===== src/rtl/sc_gpio_pkg.sv =====
// Package: shared constants and the per-pin request type for the GPIO bank.
// Assumes a 32-bit command word with direction requests starting at bit 16.
package sc_gpio_pkg;
    localparam int REG_W    = 32;
    localparam int DIR_OFS  = 16;
    localparam int MAX_PINS = 8;

    // Requests decoded for one pin from one write.
    typedef struct packed {
        logic lower;    // drive level to 0
        logic raise;    // drive level to 1
        logic drive;    // enable output driver
        logic release_; // disable output driver
    } pin_req_t;
endpackage


===== src/rtl/sc_gpio_decode.sv =====
// Module: splits a strobed command word into per-pin requests.
// Assumes NUM_PINS <= MAX_PINS so every request bit lies inside the word.
module sc_gpio_decode
    import sc_gpio_pkg::*;
#(
    parameter int NUM_PINS = 8
) (
    input  logic                   wr_en,
    input  logic [REG_W-1:0]       wr_data,
    output pin_req_t [NUM_PINS-1:0] req
);
    for (genvar i = 0; i < NUM_PINS; i++) begin : g_pin
        localparam int DBIT = 2 * i;
        localparam int CBIT = 2 * i + DIR_OFS;
        // Gate each request bit with the strobe.
        assign req[i].lower    = wr_en & wr_data[DBIT];
        assign req[i].raise    = wr_en & wr_data[DBIT+1];
        assign req[i].drive    = wr_en & wr_data[CBIT];
        assign req[i].release_ = wr_en & wr_data[CBIT+1];
    end
endmodule


===== src/rtl/sc_gpio_pin_ctl.sv =====
// Module: output level and driver-enable state of a single pin.
// Assumes requests are already strobe-qualified; lowering and releasing win ties.
module sc_gpio_pin_ctl
    import sc_gpio_pkg::*;
(
    input  logic     clk,
    input  logic     rst_n,
    input  pin_req_t req,
    output logic     level,
    output logic     oe
);
    // Update the output level; a lower request overrides a raise.
    always_ff @(posedge clk) begin
        if (!rst_n)           level <= 1'b0;
        else if (req.lower)   level <= 1'b0;
        else if (req.raise)   level <= 1'b1;
    end

    // Update the driver enable; a release request overrides a drive.
    always_ff @(posedge clk) begin
        if (!rst_n)              oe <= 1'b0;
        else if (req.release_)   oe <= 1'b0;
        else if (req.drive)      oe <= 1'b1;
    end
endmodule


===== src/rtl/sc_gpio_sync.sv =====
// Module: two-flop synchronizer for asynchronous pad levels.
// Assumes each bit is independent; no multi-bit coherence is provided.
module sc_gpio_sync #(
    parameter int W = 8
) (
    input  logic         clk,
    input  logic         rst_n,
    input  logic [W-1:0] d,
    output logic [W-1:0] q
);
    logic [W-1:0] stage1;

    // Shift pad levels through two registers.
    always_ff @(posedge clk) begin
        if (!rst_n) begin
            stage1 <= '0;
            q      <= '0;
        end else begin
            stage1 <= d;
            q      <= stage1;
        end
    end
endmodule


===== src/rtl/sc_gpio_bank.sv =====
// Module: top of the paired set/clear GPIO bank.
// Assumes 1 <= NUM_PINS <= 8; request bits of absent pins are ignored.
module sc_gpio_bank
    import sc_gpio_pkg::*;
#(
    parameter int NUM_PINS = 8
) (
    input  logic                clk,
    input  logic                rst_n,
    input  logic                wr_en,
    input  logic [REG_W-1:0]    wr_data,
    output logic [REG_W-1:0]    rd_data,
    output logic [NUM_PINS-1:0] pin_out,
    output logic [NUM_PINS-1:0] pin_oe,
    input  logic [NUM_PINS-1:0] pin_in
);
    pin_req_t [NUM_PINS-1:0] req;
    logic     [NUM_PINS-1:0] in_sync;

    sc_gpio_decode #(.NUM_PINS(NUM_PINS)) u_dec (
        .wr_en   (wr_en),
        .wr_data (wr_data),
        .req     (req)
    );

    for (genvar i = 0; i < NUM_PINS; i++) begin : g_pin
        sc_gpio_pin_ctl u_ctl (
            .clk   (clk),
            .rst_n (rst_n),
            .req   (req[i]),
            .level (pin_out[i]),
            .oe    (pin_oe[i])
        );
    end

    sc_gpio_sync #(.W(NUM_PINS)) u_sync (
        .clk   (clk),
        .rst_n (rst_n),
        .d     (pin_in),
        .q     (in_sync)
    );

    // Build the read word: driven pins show their own level, others the synchronized pad.
    always_comb begin
        rd_data = '0;
        for (int i = 0; i < NUM_PINS; i++) begin
            rd_data[2*i+1] = pin_oe[i] ? pin_out[i] : in_sync[i];
        end
    end
endmodule


===== config.mk =====
export PLATFORM = sky130hd
export DESIGN_NAME = sc_gpio_bank
export DESIGN_NICKNAME = d
export VERILOG_FILES = /design/src/rtl/sc_gpio_pkg.sv /design/src/rtl/sc_gpio_decode.sv /design/src/rtl/sc_gpio_pin_ctl.sv /design/src/rtl/sc_gpio_sync.sv /design/src/rtl/sc_gpio_bank.sv
export SDC_FILE = /design/constraint.sdc
export NUM_CORES = 1
export LEC_CHECK = 0
export ABC_AREA = 0
export CORE_MARGIN = 3
export CORE_UTILIZATION = 42
export CTS_BUF_LIST = sky130_fd_sc_hd__clkbuf_2
export CTS_CLUSTER_SIZE = 30
export DETAILED_ROUTE_END_ITERATION = 8
export PLACE_DENSITY = 0.9
export SYNTH_ARGS = -nofsm -noshare
export SYNTH_HDL_FRONTEND = slang
export SYNTH_HIERARCHICAL = 1
export SYNTH_SLANG_ARGS = --single-unit

===== constraint.sdc =====
create_clock -name clk -period 1.52 [get_ports clk]
set_input_delay 0.456 -clock clk [delete_from_list [all_inputs] [get_ports clk]]
set_output_delay 0.456 -clock clk [all_outputs]
set_load 0.02 [all_outputs]

==> impl_metrics.py <==
metrics = {
    "run_status": {
        "status": "finished, violations left",
        "violations": "setup timing",
    },
    "cells_and_area": {
        "area_delta_synth_final_pct": 50.8,
        "layout-drive-gt1-share_pct": 56.4,
        "num_antenna_cells": 0,
        "fillers": 290,
        "fin_nets": 279,
    },
    "run": {
        "max-cap-violations": 0,
    },
    "global_route": {
        "grt_pass1_wl_um": 4860,
        "grt-ovfl-total": 0,
        "grt_util_all_layers_pct": 14.8,
        "grt_max_degree": 33,
        "grt_pass1_vias": 1150,
        "grt_antenna_before_repair": 0,
    },
    "timing": {
        "fin_tns_setup_ns": -0.538,
        "drv_slew": 0,
        "fin_crit_ns": 1.60,
        "max_freq_mhz": 627,
        "setup_viol": 8,
        "timing.final.ws_setup_ns": -0.0751,
        "fin_crit_sh_pct": 105,
        "rsz0062_at_grt": "true",
        "skew_ns": 0.0199,
        "hold_violations": 0,
    },
    "synthesis": {
        "synth_cells": 149,
        "yosysTopAreaCellShare_pct": 40.4,
        "yosysWarnings": 6,
        "synthArstFlopShare_pct": 0,
        "ys_seq_area_share_pct": 40.4,
        "synthTopCellsByArea": "dfxtp_1 40%, and2_2 21%, nor3b_2 13%",
        "syn_avg_cell_area_um2": 10.6,
        "synthMostInstantiatedCell": "and2_2",
        "synth_edf_count": 0,
        "synthTopCellsByCount": "44 x and2_2, 32 x dfxtp_1, 24 x buf_4",
        "synth-seq-cells": 32,
        "ys_types": 10,
        "synth_ff_type": "dfxtp_1",
        "syn-cell-area_um2": 1590,
        "synth_top_cell_by_area": "dfxtp_1",
    },
    "routing": {
        "dr.pass1.iters": 4,
        "via_count": 1188,
        "drcViolationCount": 0,
        "wl_um": 3050,
        "wl_per_cell_um": 10.8,
        "initialDrtViolationCount": 27,
        "avgViaCountPerCell": 4.21,
        "ant_nets": 0,
    },
    "pwr": {
        "p_seq_share_pct": 52.1,
        "pwr-share-comb_pct": 27.0,
        "power_frac_clock_pct": 21.0,
        "p_sw_share_pct": 27.1,
        "p_leak_nw": 1.08,
        "switchingPower_w": 0.000471,
        "p_int_w": 0.00127,
        "powerDensity_nw_per_um2": 727,
        "ir_drop_mv": 0.438,
        "power_w": 0.00174,
    },
    "worst_setup_path": {
        "crit_path_end_kind": "output port",
        "crit_type": "reg -> out",
        "path_max_fanout": 2,
        "required_ns": 1.06,
        "cp-start-kind": "flip-flop",
        "rrSetupSlack_ns": 0.75,
        "worstPathArrival_ns": 1.14,
    },
    "floorplan": {
        "die-area_um2": 4550,
        "initial_core_util_pct": 45.4,
        "top_level_ports": 91,
        "core-area_um2": 3490,
        "fp.dieH_um": 67.5,
        "rows": 21,
        "fp.dieW_um": 67.5,
    },
    "cts": {
        "htreeDepth": 2,
        "cts_tree": "done",
        "cts_setup_buffers": 0,
        "numCtsBuffers": 5,
        "path_clk_slew_ns": 0.15,
        "cts-hold-fix-buffers": 0,
        "clkSinkCount": 32,
        "clk_latency_ns": 0.34,
        "post_cts_resized": 127,
        "cts_buffer_depth": 2,
        "root_buffer": "clkbuf_2",
    },
    "min_path": {
        "min_path_type": "reg -> reg",
    },
    "placed_design": {
        "dp_hpwl_um": 2460,
        "gp_congestion": 0.680,
        "port_buffers": 66,
    },
}
[state kept, by name, indices dropped and copies added, names as in the netlist]
| name | count |
|---|---|
| u_sync/q | 8 |
| u_sync/stage1 | 8 |
| g_pin.u_ctl/level | 8 |
| g_pin.u_ctl/oe | 8 |
[layer usage]
metal  wire length (µm)  global-route usage (%)
met1               1150                    15.0
met4                 12                    5.32
met2               1690                    26.2
met3                205                    6.82
met5                  0                       0
[critical path, stage by stage, from the launching register on]
cell and delay [ns]:
dfxtp_2 0.37, mux2_4 0.30, buf_6 0.13
[final cells by class]
type | instances | area (µm²) | area share (%)
Sequential cell | 32 | 659 | 27.6
Multi-Input combinational cell | 112 | 826 | 34.5
Timing Repair Buffer | 85 | 815 | 34.0
Tap cell | 46 | 57.6 | 2.41
Clock inverter | 1 | 5.00 | 0.209
Clock buffer | 6 | 30.0 | 1.26
[cells by family (layout without fill, tap and decap cells)]
logic type             count (synthesis)  count (layout)  synth area share [%]
and+or+nand+nor                       80              80                  38.8
DFF                                   32              32                  40.4
buffers and inverters                 28              92                  13.0
muxes                                  8               8                  7.57
other                                  1              24                 0.236
[final timing paths]
kind	startpoint	end	cells past startpoint
max reg2reg	g_pin[7].u_ctl/oe$_SDFFE_PP0P_	g_pin[7].u_ctl/oe$_SDFFE_PP0P_	3
max	g_pin[0].u_ctl/oe$_SDFFE_PP0P_	rd_data[1]	2
min reg2reg	u_sync/stage1[2]$_SDFF_PN0_	u_sync/q[2]$_SDFF_PN0_	1
min	u_sync/stage1[2]$_SDFF_PN0_	u_sync/q[2]$_SDFF_PN0_	1
[power by group through the flow]
stage	combinational, W	sequential, W	clock (W)
after floorplan	0.000250	0.000951	0
after global placement	0.000460	0.000919	0
after detailed placement	0.000469	0.000920	0
after CTS	0.000452	0.000906	0.000396
after global routing	0.000509	0.000912	0.000442
final	0.000469	0.000906	0.000365
[per-stage QoR]
step           std cells  hold WS, ns  util [%]  worst slack, ns  area [µm²]
3_5_place_dp         275        0.422      67.0           -0.112        2340
6_report             282        0.424      68.5          -0.0751        2390
3_3_place_gp         275        0.415      67.0          -0.0934        2340
5_1_grt              282        0.452      68.5           -0.190        2390
2_1_floorplan        172        0.412         -            0.251        1670
4_1_cts              282        0.433      66.5           -0.125        2320
[placed cells by master (no fill, tap or decap)]
cell type         n
and2_2           44
clkdlybuf4s50_1  42
conb_1           24
buf_6            19
buf_4            18
dfxtp_1          17
nor2_1           16
nor3b_2          16
dfxtp_2          15
mux2_4            8
clkbuf_2          6
buf_2             5
and2_1            4
clkinv_2          1
buf_12            1
(Power assumes the default switching activity.)
